===== src/rtl/exc_pkg.sv =====
package exc_pkg;
    localparam int XLEN = 32;

    localparam logic [XLEN-1:0] VEC_RESET  = 32'h5FFF_8000;
    localparam logic [XLEN-1:0] VEC_KERNEL = 32'h5FFF_861C;
    localparam logic [XLEN-1:0] VEC_USER   = 32'h5FFF_863C;
    localparam logic [XLEN-1:0] VEC_DOUBLE = 32'h5FFF_865C;

    localparam logic [XLEN-1:0] PS_RESET = 32'h0000_001F;
    localparam int PS_EXCM_BIT = 4;
    localparam int PS_UM_BIT   = 5;
    localparam int PS_RING_LSB = 6;

    localparam logic [7:0] SR_EPC1  = 8'd177;
    localparam logic [7:0] SR_DEPC  = 8'd192;
    localparam logic [7:0] SR_PS    = 8'd230;
    localparam logic [7:0] SR_CAUSE = 8'd232;
    localparam logic [7:0] SR_VADDR = 8'd238;
    localparam logic [7:0] SR_PRIV_BASE = 8'd64;

    localparam int CAUSE_PRIVILEGED = 8;

    typedef struct packed {
        logic [XLEN-1:0] fetch_pc;
        logic [XLEN-1:0] epc1;
        logic [XLEN-1:0] depc;
        logic [XLEN-1:0] cause;
        logic [XLEN-1:0] vaddr;
        logic [XLEN-1:0] ps;
        logic [XLEN-1:0] old_ps;
        logic            redirect;
    } ctl_state_t;
endpackage


===== src/rtl/exc_priv_check.sv =====
module exc_priv_check #(
    parameter int HAS_MMU = 1,
    parameter int SRN_W   = 8
) (
    input  logic [1:0]       ring_bits,
    input  logic             op_rfe,
    input  logic             op_rfde,
    input  logic             op_rsil,
    input  logic             sr_rd,
    input  logic             sr_wr,
    input  logic [SRN_W-1:0] sr_num,
    output logic             fault
);
    import exc_pkg::*;

    logic [1:0] ring;
    logic       priv_op;

    generate
        if (HAS_MMU != 0) begin : g_ring
            assign ring = ring_bits;
        end else begin : g_flat
            assign ring = 2'b00;
        end
    endgenerate

    // Special registers at or above the base number need ring 0.
    assign priv_op = op_rfe | op_rfde | op_rsil
                   | ((sr_rd | sr_wr) & (sr_num >= SRN_W'(SR_PRIV_BASE)));
    assign fault   = priv_op & (ring != 2'b00);
endmodule


===== src/rtl/exc_vector_sel.sv =====
module exc_vector_sel (
    input  logic        excm,
    input  logic        um,
    output logic        dbl,
    output logic [31:0] vector
);
    import exc_pkg::*;

    assign dbl = excm;

    always_comb begin
        if (excm)    vector = VEC_DOUBLE;
        else if (um) vector = VEC_USER;
        else         vector = VEC_KERNEL;
    end
endmodule


===== src/rtl/exc_level_calc.sv =====
module exc_level_calc #(
    parameter int LVL_W      = 4,
    parameter int EXCM_LEVEL = 3
) (
    input  logic [LVL_W-1:0] intlevel,
    input  logic             excm,
    output logic [LVL_W-1:0] cur_level
);
    localparam logic [LVL_W-1:0] EXCM_LV = LVL_W'(EXCM_LEVEL);

    // Exception mode raises the effective level to a floor.
    assign cur_level = (excm && (EXCM_LV > intlevel)) ? EXCM_LV : intlevel;
endmodule


===== src/rtl/exc_entry_ctrl.sv =====
module exc_entry_ctrl #(
    parameter int HAS_DEPC   = 1,
    parameter int HAS_MMU    = 1,
    parameter int EXCM_LEVEL = 3,
    parameter int CAUSE_W    = 6,
    parameter int LVL_W      = 4,
    parameter int SRN_W      = 8
) (
    input  logic               clk,
    input  logic               rst_n,
    input  logic               exc_req,
    input  logic [CAUSE_W-1:0] exc_cause,
    input  logic [31:0]        exc_pc,
    input  logic               exc_vaddr_vld,
    input  logic [31:0]        exc_vaddr,
    input  logic [31:0]        op_pc,
    input  logic               op_rfe,
    input  logic               op_rfde,
    input  logic               op_rsil,
    input  logic [LVL_W-1:0]   rsil_lvl,
    input  logic               sr_rd,
    input  logic               sr_wr,
    input  logic [SRN_W-1:0]   sr_num,
    input  logic [31:0]        sr_wdata,
    output logic [31:0]        fetch_pc,
    output logic               redirect_vld,
    output logic [31:0]        ps,
    output logic [31:0]        epc1,
    output logic [31:0]        depc,
    output logic [31:0]        exccause,
    output logic [31:0]        excvaddr,
    output logic [31:0]        rsil_old,
    output logic [LVL_W-1:0]   cur_level,
    output logic [31:0]        sr_rdata
);
    import exc_pkg::*;

    localparam int CAUSE_PAD = XLEN - CAUSE_W;

    ctl_state_t s_d, s_q;

    logic        priv_fault;
    logic        is_double;
    logic [31:0] handler_vec;

    exc_priv_check #(
        .HAS_MMU (HAS_MMU),
        .SRN_W   (SRN_W)
    ) u_priv (
        .ring_bits (s_q.ps[PS_RING_LSB+1:PS_RING_LSB]),
        .op_rfe    (op_rfe),
        .op_rfde   (op_rfde),
        .op_rsil   (op_rsil),
        .sr_rd     (sr_rd),
        .sr_wr     (sr_wr),
        .sr_num    (sr_num),
        .fault     (priv_fault)
    );

    exc_vector_sel u_vec (
        .excm   (s_q.ps[PS_EXCM_BIT]),
        .um     (s_q.ps[PS_UM_BIT]),
        .dbl    (is_double),
        .vector (handler_vec)
    );

    exc_level_calc #(
        .LVL_W      (LVL_W),
        .EXCM_LEVEL (EXCM_LEVEL)
    ) u_lvl (
        .intlevel  (s_q.ps[LVL_W-1:0]),
        .excm      (s_q.ps[PS_EXCM_BIT]),
        .cur_level (cur_level)
    );

    // Next-state computation: one winner per cycle.
    always_comb begin
        logic               take;
        logic [31:0]        t_pc;
        logic [CAUSE_W-1:0] t_cause;
        logic               t_vwe;

        s_d          = s_q;
        s_d.redirect = 1'b0;
        take         = 1'b0;
        t_pc         = exc_pc;
        t_cause      = exc_cause;
        t_vwe        = 1'b0;

        if (exc_req) begin
            take    = 1'b1;
            t_vwe   = exc_vaddr_vld;
        end else if (priv_fault) begin
            take    = 1'b1;
            t_pc    = op_pc;
            t_cause = CAUSE_W'(CAUSE_PRIVILEGED);
        end else if (op_rfe) begin
            s_d.ps[PS_EXCM_BIT] = 1'b0;
            s_d.fetch_pc        = s_q.epc1;
            s_d.redirect        = 1'b1;
        end else if (op_rfde) begin
            s_d.fetch_pc = (HAS_DEPC != 0) ? s_q.depc : s_q.epc1;
            s_d.redirect = 1'b1;
        end else if (op_rsil) begin
            s_d.old_ps             = s_q.ps;
            s_d.ps[LVL_W-1:0]      = rsil_lvl;
        end else if (sr_wr) begin
            case (sr_num)
                SRN_W'(SR_EPC1):  s_d.epc1  = sr_wdata;
                SRN_W'(SR_DEPC):  if (HAS_DEPC != 0) s_d.depc = sr_wdata;
                SRN_W'(SR_PS):    s_d.ps    = sr_wdata;
                SRN_W'(SR_CAUSE): s_d.cause = sr_wdata;
                SRN_W'(SR_VADDR): s_d.vaddr = sr_wdata;
                default: ;
            endcase
        end

        if (take) begin
            if (t_vwe) s_d.vaddr = exc_vaddr;
            if (is_double && (HAS_DEPC != 0)) s_d.depc = t_pc;
            else if (!is_double || (HAS_DEPC == 0)) s_d.epc1 = t_pc;
            s_d.cause            = {{CAUSE_PAD{1'b0}}, t_cause};
            s_d.ps[PS_EXCM_BIT]  = 1'b1;
            s_d.fetch_pc         = handler_vec;
            s_d.redirect         = 1'b1;
        end
    end

    always_ff @(posedge clk) begin
        if (!rst_n) begin
            s_q          <= '0;
            s_q.fetch_pc <= VEC_RESET;
            s_q.ps       <= PS_RESET;
        end else begin
            s_q <= s_d;
        end
    end

    always_comb begin
        case (sr_num)
            SRN_W'(SR_EPC1):  sr_rdata = s_q.epc1;
            SRN_W'(SR_DEPC):  sr_rdata = s_q.depc;
            SRN_W'(SR_PS):    sr_rdata = s_q.ps;
            SRN_W'(SR_CAUSE): sr_rdata = s_q.cause;
            SRN_W'(SR_VADDR): sr_rdata = s_q.vaddr;
            default:          sr_rdata = '0;
        endcase
    end

    assign fetch_pc     = s_q.fetch_pc;
    assign redirect_vld = s_q.redirect;
    assign ps           = s_q.ps;
    assign epc1         = s_q.epc1;
    assign depc         = s_q.depc;
    assign exccause     = s_q.cause;
    assign excvaddr     = s_q.vaddr;
    assign rsil_old     = s_q.old_ps;
endmodule


===== config.mk =====
export PLATFORM = sky130hd
export DESIGN_NAME = exc_entry_ctrl
export DESIGN_NICKNAME = d
export VERILOG_FILES = /design/src/rtl/exc_pkg.sv /design/src/rtl/exc_priv_check.sv /design/src/rtl/exc_vector_sel.sv /design/src/rtl/exc_level_calc.sv /design/src/rtl/exc_entry_ctrl.sv
export SDC_FILE = /design/constraint.sdc
export NUM_CORES = 1
export LEC_CHECK = 0
export BUFFER_PORTS_ARGS = -buffer_cell sky130_fd_sc_hd__buf_2
export CAP_MARGIN = 40
export CORE_MARGIN = 2
export CORE_UTILIZATION = 45
export DETAILED_ROUTE_END_ITERATION = 8
export PLACE_DENSITY_LB_ADDON = 0.1
export SETUP_SLACK_MARGIN = 0.1
export SYNTH_ARGS = -nofsm -noshare
export SYNTH_HDL_FRONTEND = slang
export SYNTH_SLANG_ARGS = --single-unit

===== constraint.sdc =====
create_clock -name clk -period 3.02 [get_ports clk]
set_input_delay 0.906 -clock clk [delete_from_list [all_inputs] [get_ports clk]]
set_output_delay 0.906 -clock clk [all_outputs]
set_load 0.1 [all_outputs]

==> metrics.md <==
| Metric | Value |
|---|---|
| TritonCTS clock tree | `built` |
| Ys async rst share | `0%` |
| Sw Ratio | `34.9%` |
| Clock skew | `0.0181 ns` |
| Core Area | `0.0241 mm2` |
| DP HPWL | `approximately 42,000 um` |
| Final count of hold timing violations | `0` |
| Clock buffer depth | `3` |
| Layout cells sized above 1 | `37.0%` |
| Max-slew headroom | `54.4%` |
| Util after Layout | `64.4%` |
| DRC Markers | `0` |
| First-pass GRT wire length | `81,200 um` |
| Yosys top cell area share | `41.1%` |
| Clk Latency, worst-skew pair | `0.54 ns` |
| Cell accounting for the most synthesized area | `dfxtp_1` |
| Critical Path AT | `2.44 ns` |
| Worst-Margin Slew | `0.684 ns` |
| Initial drt markers | `2,026` |
| Clock sink count | `225` |
| # Post-CTS Setup Buffers | `0` |
| Commonest register cell after synthesis | `dfxtp_1` |
| Largest net degree at the start of global routing | `between 60 and 70` |
| Reg power frac | `39.5%` |
| Hold Buf Count CTS | `0` |
| Syn Std Cell Area | `0.0110 mm2` |
| Hold EP | `rsil_old[5]` |
| Vias/cell | `between 6 and 7` |
| Unrepaired setup endpoints after global routing | `true` |
| Post-Route WL | `approximately 56,000 um` |
| Post-CTS sizing | `1` |
| Most frequent cells in the layout | `buf_2 (382), dfxtp_1 (225), o21ai_0 (109), nor2_1 (101), nand2_1 (100)` |
| Yosys warnings | `0` |
| Vias in the first global route | `12.3k` |
| FILL cells | `about 2.1k` |
| Minimum clock period | `3.35 ns` |
| P_int | `5.44 mW` |
| Net switching power | `2.92 mW` |
| Syn Inst Count | `1,336` |
| Flop and latch count out of synthesis | `225` |
| Failing checks | `setup timing` |
| Max IR drop VDD | `0.361 mV` |
| Die area | `0.0256 mm2` |
| Root buffer cell | `clkbuf_16` |
| Antenna Nets Post-Route | `0` |
| Initial antenna violation count | `6` |
| Initial Util | `45.5%` |
| HP Class | `register to register` |
| Io pins | `~420` |
| Syn nets | `about 1.5k` |
| Worst reg2reg path depth | `5` |
| Worst Hold Depth | `2` |
| Fmax | `299 MHz` |
| Period Utilization, post-route | `111%` |
| Max Cap Violations | `0` |
| Vias | `13.5k` |
| Synth-to-layout area growth | `41.7%` |
| Routed length per instance | `about 27 um` |
| Gr usage total | `41.7%` |
| Reg2Reg Launch Point | `ps[6]` |
| Reg clk slew, reported paths | `0.06 ns` |
| Synth area leaders | `dfxtp_1 (41%), a211oi_1 (5.7%), o221ai_1 (5.1%)` |
| Setup ws final | `-0.329 ns` |
| # H-tree levels | `1` |
| Nets | `1,863` |
| Combinational Power Share | `21.7%` |
| Worst EP required | `2.11 ns` |
| Seq/Total Area, Yosys | `41.1%` |
| RePlAce Congestion | `1.06` |
| Final slew viol count | `0` |
| Worst reg-to-reg setup slack | `0.90 ns` |
| Status | `complete, but fails checks` |
| Syn_area_per_cell | `8.21 um2` |
| HP Start | `rsil_old[5]` |
| Cts bufs inserted | `25` |
| Setup-failing EPs final | `32` |
| Pre-CTS WS | `-0.312 ns` |
| Leak Pwr | `a little over 6 nW` |
| Most common cell after layout, fill and taps aside | `buf_2` |
| EDFF count, synth | `0` |
| Pre-Repair DR Iteration Count | `6` |
| Setup CP Type | `primary input to output port` |
| IO Port Bufs | `415` |
| Row count | `57` |
| CP Launch Type | `primary input` |
| CP endpoint kind | `output port` |
| Gr ovfl total | `0` |
| Pwr dens | `between 500 and 600 mW/mm2` |
| Reg2reg end | `epc1[30]` |
| Die Span Y | `160 um` |
| Clk network pwr share | `between 30% and 40%` |
| Max FO, Critical Path | `34` |
| Synth cell types | `62` |
| Die Wd | `around 160 um` |
## per-stage QoR
step / cell area [um2] / total power [mW] / cells / setup TNS [ns] / hold slack [ns]
after floorplan: 11500 / 4.55 / 1336 / -6.45 / 0.473
after detailed placement: 14600 / 5.13 / 2005 / -8.66 / 0.444
final: 15500 / 8.35 / 2054 / -9.22 / 0.452
after global placement: 14600 / 5.13 / 2005 / -8.34 / 0.438
after global routing: 15500 / 8.52 / 2049 / -10.47 / 0.471
after CTS: 15500 / 8.30 / 2047 / -8.80 / 0.453
## cells in the mapped netlist (all sizes together), types with 18 or more instances
cell type    n
dfxtp      225
o21ai      116
clkbuf     115
nor2       102
nand2      100
a211oi      93
nor3        92
a21oi       90
nand3       68
o221ai      64
buf         35
a221o       32
a22oi       32
o2bb2ai     32
a31oi       18
## power groups by stage
stage	clock (mW)	sequential, mW	combinational [mW]
2_1_floorplan	0	4.10	0.450
3_5_place_dp	0	3.35	1.78
6_report	3.24	3.30	1.81
5_1_grt	3.36	3.30	1.87
4_1_cts	3.23	3.28	1.79
3_3_place_gp	0	3.35	1.77
## critical path, cell delays in order
cell       delay (ns)
buf_2            0.12
or3b_4           0.41
nor4_4           0.19
buf_12           0.29
o2bb2ai_1        0.17
a221o_4          0.16
buf_12           0.17
## cells by family after synthesis
logic type / count (synthesis) / share of synthesized area, %
compound gates: 528 / 34.2
buf+inv: 161 / 5.88
flops: 225 / 41.1
mux: 16 / 1.59
simple gates: 406 / 17.3
## worst max path at each step
| stage | startpoint | endpoint |
|---|---|---|
| floorplan | sr_num[0] | sr_rdata[10] |
| global placement | sr_num[0] | sr_rdata[19] |
| detailed placement | sr_num[0] | sr_rdata[19] |
| CTS | sr_num[0] | sr_rdata[19] |
| global route | sr_num[0] | sr_rdata[19] |
| finish | sr_num[0] | sr_rdata[19] |
## registers in the layout, indices dropped and copies added (netlist names)
register      cells
redirect_vld      1
ps               32
epc1             32
depc             32
fetch_pc         32
rsil_old         32
excvaddr         32
exccause         32
## routing by layer
layer	track usage [%]	wire length, um	vias to the layer above
met5	0	0	-
met4	12.2	1710	0
met3	15.3	7820	118
met2	58.8	22900	1008
met1	59.3	23400	6471
li1	-	-	5856
## layout make-up
class | count | area [um2] | share of cell area [%]
multi-input cells | 950 | 6400 | 41.2
diodes | 7 | 17.5 | 0.113
repair buffers | 495 | 3310 | 21.3
clock inverters | 8 | 148 | 0.950
well taps | 324 | 405 | 2.61
clock buffers | 34 | 709 | 4.57
flip-flops and latches | 225 | 4500 | 29.0
inverters | 11 | 41.3 | 0.266
(Power assumes the default switching activity.)
